## src/rtl/cbw_pkg.sv

```systemverilog
package cbw_pkg;

    parameter int DQ_W           = 32;
    parameter int BYTE_W         = 8;
    parameter int BYTE_CNT       = DQ_W / BYTE_W;
    parameter int ADDR_W         = 10;
    parameter int BANK_CNT       = 2;
    parameter int BANK_W         = (BANK_CNT > 1) ? $clog2(BANK_CNT) : 1;
    parameter int GROUP_COLS     = 8;
    parameter int COL_SEL_W      = $clog2(GROUP_COLS);
    parameter int GROUP_HI       = 7;
    parameter int GROUP_W        = GROUP_HI - COL_SEL_W + 1;
    parameter int COLOR_CNT      = 2;
    parameter int MASK_LOAD_BIT  = 5;
    parameter int COLOR_LOAD_BIT = 6;
    parameter int COLOR_IDX_BIT  = 7;
    parameter int BW_COLOR_BIT   = 0;

    typedef enum logic [2:0] {
        CMD_IDLE = 3'd0,
        CMD_ACT  = 3'd1,
        CMD_ACTM = 3'd2,
        CMD_PRE  = 3'd3,
        CMD_WR   = 3'd4,
        CMD_BW   = 3'd5,
        CMD_LOAD = 3'd6,
        CMD_RSVD = 3'd7
    } cmd_e;

    typedef enum logic [1:0] {
        LD_NONE  = 2'd0,
        LD_MASK  = 2'd1,
        LD_COLOR = 2'd2,
        LD_BAD   = 2'd3
    } ld_kind_e;

    typedef struct packed {
        logic                  valid;
        logic [BANK_W-1:0]     bank;
        logic [GROUP_W-1:0]    group;
        logic [GROUP_COLS-1:0] strobe;
        logic [DQ_W-1:0]       bit_en;
        logic [DQ_W-1:0]       data;
    } wr_beat_t;

    // Expand active-high byte blocks into active-high bit enables.
    function automatic logic [DQ_W-1:0] byte_enables(input logic [BYTE_CNT-1:0] blocked);
        logic [DQ_W-1:0] r;
        for (int b = 0; b < BYTE_CNT; b++) begin
            r[b*BYTE_W +: BYTE_W] = {BYTE_W{~blocked[b]}};
        end
        return r;
    endfunction

    function automatic logic [GROUP_COLS-1:0] col_onehot(input logic [COL_SEL_W-1:0] sel);
        logic [GROUP_COLS-1:0] r;
        r = '0;
        r[sel] = 1'b1;
        return r;
    endfunction

    // Decode the target of a register-load command.
    function automatic ld_kind_e classify_load(input logic [ADDR_W-1:0] a,
                                               input logic two_mode);
        logic [ADDR_W-1:0] mask_pat;
        logic [ADDR_W-1:0] allowed;
        mask_pat = ADDR_W'(1) << MASK_LOAD_BIT;
        allowed  = ADDR_W'(1) << COLOR_LOAD_BIT;
        if (two_mode) begin
            allowed = allowed | (ADDR_W'(1) << COLOR_IDX_BIT);
        end
        if (a == mask_pat) begin
            return LD_MASK;
        end else if (a[COLOR_LOAD_BIT] && ((a & ~allowed) == '0)) begin
            return LD_COLOR;
        end
        return LD_BAD;
    endfunction

endpackage

```

## src/rtl/cbw_special_regs.sv

```systemverilog
module cbw_special_regs
    import cbw_pkg::*;
(
    input  logic                            clk,
    input  logic                            rst,
    input  logic                            load_en,
    input  logic [ADDR_W-1:0]               addr,
    input  logic [DQ_W-1:0]                 dq,
    input  logic                            two_color,
    output logic [DQ_W-1:0]                 mask_q,
    output logic [COLOR_CNT-1:0][DQ_W-1:0]  color_q,
    output logic                            reject_q
);

    ld_kind_e kind;
    logic     color_idx;

    assign kind      = load_en ? classify_load(addr, two_color) : LD_NONE;
    assign color_idx = two_color ? addr[COLOR_IDX_BIT] : 1'b0;

    always_ff @(posedge clk) begin
        if (rst) begin
            mask_q   <= '1;
            reject_q <= 1'b0;
        end else begin
            if (kind == LD_MASK) begin
                mask_q <= dq;
            end
            reject_q <= (kind == LD_BAD);
        end
    end

    for (genvar g = 0; g < COLOR_CNT; g++) begin : g_color
        always_ff @(posedge clk) begin
            if (rst) begin
                color_q[g] <= '0;
            end else if (kind == LD_COLOR && color_idx == 1'(g)) begin
                color_q[g] <= dq;
            end
        end
    end

endmodule

```

## src/rtl/cbw_row_flags.sv

```systemverilog
module cbw_row_flags
    import cbw_pkg::*;
(
    input  logic                clk,
    input  logic                rst,
    input  cmd_e                cmd,
    input  logic [BANK_W-1:0]   bank,
    output logic [BANK_CNT-1:0] row_masked
);

    for (genvar b = 0; b < BANK_CNT; b++) begin : g_bank
        always_ff @(posedge clk) begin
            if (rst) begin
                row_masked[b] <= 1'b0;
            end else if (bank == BANK_W'(b)) begin
                case (cmd)
                    CMD_ACTM:         row_masked[b] <= 1'b1;
                    CMD_ACT, CMD_PRE: row_masked[b] <= 1'b0;
                    default:          row_masked[b] <= row_masked[b];
                endcase
            end
        end
    end

endmodule

```

## src/rtl/cbw_enable_build.sv

```systemverilog
module cbw_enable_build
    import cbw_pkg::*;
(
    input  cmd_e                            cmd,
    input  logic [BANK_W-1:0]               bank,
    input  logic [GROUP_HI:0]               addr_lo,
    input  logic [DQ_W-1:0]                 dq,
    input  logic [BYTE_CNT-1:0]             dqm,
    input  logic                            two_color,
    input  logic [BANK_CNT-1:0]             row_masked,
    input  logic [DQ_W-1:0]                 mask_q,
    input  logic [COLOR_CNT-1:0][DQ_W-1:0]  color_q,
    output wr_beat_t                        beat
);

    logic [DQ_W-1:0] gate;
    logic            color_sel;

    assign gate      = byte_enables(dqm) & (row_masked[bank] ? mask_q : '1);
    assign color_sel = two_color & addr_lo[BW_COLOR_BIT];

    always_comb begin
        beat = '0;
        case (cmd)
            CMD_WR: begin
                beat.valid  = 1'b1;
                beat.bank   = bank;
                beat.group  = addr_lo[GROUP_HI:COL_SEL_W];
                beat.strobe = col_onehot(addr_lo[COL_SEL_W-1:0]);
                beat.bit_en = gate;
                beat.data   = dq;
            end
            CMD_BW: begin
                beat.valid  = 1'b1;
                beat.bank   = bank;
                beat.group  = addr_lo[GROUP_HI:COL_SEL_W];
                beat.strobe = dq[GROUP_COLS-1:0];
                beat.bit_en = gate;
                beat.data   = color_q[color_sel];
            end
            default: beat = '0;
        endcase
    end

endmodule

```

## src/rtl/cbw_write_unit.sv

```systemverilog
module cbw_write_unit
    import cbw_pkg::*;
(
    input  logic                  clk,
    input  logic                  rst,
    input  logic [2:0]            cmd,
    input  logic [BANK_W-1:0]     bank,
    input  logic [ADDR_W-1:0]     addr,
    input  logic [DQ_W-1:0]       dq,
    input  logic [BYTE_CNT-1:0]   dqm,
    input  logic                  two_color,
    output logic                  wr_valid,
    output logic [BANK_W-1:0]     wr_bank,
    output logic [GROUP_W-1:0]    col_group,
    output logic [GROUP_COLS-1:0] col_strobe,
    output logic [DQ_W-1:0]       bit_we,
    output logic [DQ_W-1:0]       wr_data,
    output logic                  load_reject
);

    cmd_e                           cmd_c;
    logic [DQ_W-1:0]                mask_q;
    logic [COLOR_CNT-1:0][DQ_W-1:0] color_q;
    logic [BANK_CNT-1:0]            row_masked;
    wr_beat_t                       beat_d;
    wr_beat_t                       beat_q;

    assign cmd_c = cmd_e'(cmd);

    cbw_special_regs u_regs (
        .clk       (clk),
        .rst       (rst),
        .load_en   (cmd_c == CMD_LOAD),
        .addr      (addr),
        .dq        (dq),
        .two_color (two_color),
        .mask_q    (mask_q),
        .color_q   (color_q),
        .reject_q  (load_reject)
    );

    cbw_row_flags u_rows (
        .clk        (clk),
        .rst        (rst),
        .cmd        (cmd_c),
        .bank       (bank),
        .row_masked (row_masked)
    );

    cbw_enable_build u_build (
        .cmd        (cmd_c),
        .bank       (bank),
        .addr_lo    (addr[GROUP_HI:0]),
        .dq         (dq),
        .dqm        (dqm),
        .two_color  (two_color),
        .row_masked (row_masked),
        .mask_q     (mask_q),
        .color_q    (color_q),
        .beat       (beat_d)
    );

    always_ff @(posedge clk) begin
        if (rst) begin
            beat_q <= '0;
        end else begin
            beat_q <= beat_d;
        end
    end

    assign wr_valid   = beat_q.valid;
    assign wr_bank    = beat_q.bank;
    assign col_group  = beat_q.group;
    assign col_strobe = beat_q.strobe;
    assign bit_we     = beat_q.bit_en;
    assign wr_data    = beat_q.data;

endmodule

```

## config.mk

```make
export PLATFORM = sky130hd
export DESIGN_NAME = cbw_write_unit
export DESIGN_NICKNAME = d
export VERILOG_FILES = /design/src/rtl/cbw_pkg.sv /design/src/rtl/cbw_special_regs.sv /design/src/rtl/cbw_row_flags.sv /design/src/rtl/cbw_enable_build.sv /design/src/rtl/cbw_write_unit.sv
export SDC_FILE = /design/constraint.sdc
export NUM_CORES = 1
export LEC_CHECK = 0
export ABC_AREA = 1
export CORE_MARGIN = 3
export CORE_UTILIZATION = 52
export CTS_BUF_LIST = sky130_fd_sc_hd__clkbuf_16
export DETAILED_ROUTE_END_ITERATION = 8
export PLACE_DENSITY = 0.8
export SYNTH_ARGS = -nofsm -noshare
export SYNTH_HDL_FRONTEND = slang
export SYNTH_SLANG_ARGS = --single-unit
```

## constraint.sdc

```tcl
create_clock -name clk -period 1.55 [get_ports clk]
set_input_delay 0.3875 -clock clk [delete_from_list [all_inputs] [get_ports clk]]
set_output_delay 0.3875 -clock clk [all_outputs]
set_load 0.01 [all_outputs]
```

==> flow_summary.json <==
{
  "status": "complete, but fails checks",
  "finalSetupViolCount": 8,
  "layout_commonest_cell": "dfxtp_1",
  "core_area_um2": 12800,
  "cts_sinks": 178,
  "hold_path_depth": 2,
  "slew_violations": 0,
  "period_share_pct": 102,
  "fill_cells": 929,
  "yosys_warnings": 0,
  "start_util_pct": 54.2,
  "track_usage_pct": 25.6,
  "yosysSeqAreaShare_pct": 51.3,
  "start_kind": "input pin",
  "worst_hold_slack_ns": 0.232,
  "layout_setup_ws_ns": -0.0247,
  "finalCriticalPeriod_ns": 1.57,
  "reg2reg_depth": 4,
  "grt_max_degree": 43,
  "crit_path_end_kind": "flop",
  "yosys.area.top_type": "dfxtp_1",
  "stdcell_count": 1229,
  "io_pins": 133,
  "synth.distinct_cells": 27,
  "dieArea_um2": 14800,
  "placedCellCount": 1178,
  "drtIter0Drc": 706,
  "drive_gt1_share_pct": 12.5,
  "violations": "setup timing",
  "cp.arrival_ns": 1.90,
  "final_hold_viol_count": 0,
  "placementRows": 41,
  "num-nets-final": 1099,
  "antenna_found_initial": 0,
  "ir_drop_v": 0.000718,
  "dpl.hpwl_um": 12000,
  "cp.required_ns": 1.87,
  "slew_headroom_pct": 76.4,
  "syn_area_per_cell_um2": 7.85,
  "syn_nets": 938,
  "route.detailed.drc": 0,
  "htree_levels": 4,
  "cts_hold_buf": 0,
  "ys_seq_elements": 178,
  "power_density_nw_per_um2": 995,
  "synth_area_leaders": "dfxtp_1 51%, nor2_1 8.2%, a21oi_1 7.3%",
  "clockRootBuffer": "clkbuf_16",
  "synth_area_um2": 6950,
  "p_leak_nw": 4.55,
  "final_cell_mix": "178 x dfxtp_1, 147 x nor2_1, 109 x nand2_1, 100 x a21oi_1, 89 x dlygate4sd2_1",
  "via_per_inst": 5.47,
  "max_freq_ghz": 0.635,
  "synth_cells": 885,
  "dr_total_vias": 6722,
  "regArea_um2": 3560,
  "fp.dieW_um": 122,
  "n_antenna_cell": 0,
  "tightest_slew_ns": 0.354,
  "clk_latency_ns": 0.43,
  "cp_max_fo": 9,
  "final_antenna_net_count": 0,
  "grt_pass1_vias": 6175,
  "multi_input_area_um2": 2770,
  "wirelength_um": 20400,
  "grt-ovfl-total": 0,
  "clock_path_buffers": 2,
  "cts_buffers": 17,
  "maxCapViolations": 0,
  "clkTransAtPathRegs_ns": 0.06,
  "grt_pass1_wl_um": 30300,
  "path_class": "in -> reg",
  "yosysTopAreaCellShare_pct": 51.3,
  "portBuffers": 132,
  "hp-class": "in -> reg",
  "gp_congestion": 0.873,
  "cts_tree": "built",
  "finalClockSkew_ns": 0.00873,
  "drtPass1Iterations": 5,
  "wire_per_inst_um": 16.6,
  "die_y_um": 122,
  "areaGrowthSynthToFinish_pct": 38.3
}
-- where the power goes --
part | internal, W | switching (W)
Sequential | 0.00463 | 0.0000127
Combinational | 0.000377 | 0.000490
Clock | 0.00232 | 0.00173
-- worst paths after layout --
kind	start	endpoint	slack, ns
setup / recovery	addr[7]	u_regs.color_q[3]$_SDFFE_PP0P_	-0.02
hold / removal	rst	wr_valid$_SDFF_PP0_	0.23
setup reg to reg	u_rows.row_masked[0]$_SDFFE_PP0P_	bit_we[31]$_SDFF_PP0_	0.50
hold reg to reg	u_regs.mask_q[30]$_SDFFE_PP1N_	bit_we[30]$_SDFF_PP0_	0.45
-- metrics by stage --
stage          setup TNS [ns]  setup slack, ns  total power, W  cell area, um^2  utilization, %
2_1_floorplan               0            0.176         0.00510             6950               -
3_3_place_gp           -65.86           -0.448         0.00557             8760            68.3
3_5_place_dp           -69.42           -0.504         0.00557             8760            68.3
4_1_cts               -0.0112         -0.00646         0.00952             9320            72.7
5_1_grt                 -1.39          -0.0740         0.00985             9620            75.0
6_report              -0.0786          -0.0247         0.00956             9620            75.0
-- cell type report --
type | instances | area share (%)
clock inverter | 13 | 1.25
timing repair buffer | 208 | 22.9
tap | 172 | 2.24
sequential | 178 | 37.1
multi-input combinational | 555 | 28.8
inverter | 86 | 3.36
clock buffer | 17 | 4.42
-- logic make-up after synthesis --
family | share of synthesized area (%)
simple gates | 22.7
compound gates | 16.2
flops | 51.3
buf+inv | 9.79
-- per-layer routing --
layer  track usage, %  share of wire (%)  up-vias
met4             10.9                3.3        0
met1             31.7                 39     3096
met3             5.25                8.6       64
li1                 -                  -     3223
met2             43.5                 50      339
met5                0                  0        -
-- what timing repair did --
item | in CTS | in global routing
pin swaps | 5 | 4
setup buffers | 6 | 5
endpoints found under the setup margin | 169 | 99
gates cloned | 2 | 8
resized for setup | 100 | 13
-- cell usage after synthesis, drive strengths merged --
master	count
a21oi	101
nor4	1
a32oi	2
buf	39
nand3	7
clkbuf	27
inv	86
nand2	111
nor2	158
o21ai	67
a22oi	4
nor3	3
dfxtp	178
o21a	32
nand4	65
or2	4
-- critical path: stages --
cell	delay, ns
dlygate4sd2_1	0.28
buf_4	0.16
a21oi_1	0.18
nand2_1	0.14
nor2_4	0.14
buf_12	0.17
clkbuf_16	0.17
nand4_1	0.12
nand2_1	0.09
nor2_1	0.05
-- flip-flops by register name, indices dropped and copies added (netlist names) --
register,flops
bit_we,32
col_group,5
col_strobe,8
u_regs.color_q,64
u_regs.mask_q,32
u_regs.reject_q,1
u_rows.row_masked,2
wr_bank,1
wr_data,32
wr_valid,1
No activity file was read; power rests on OpenSTA's default activity.
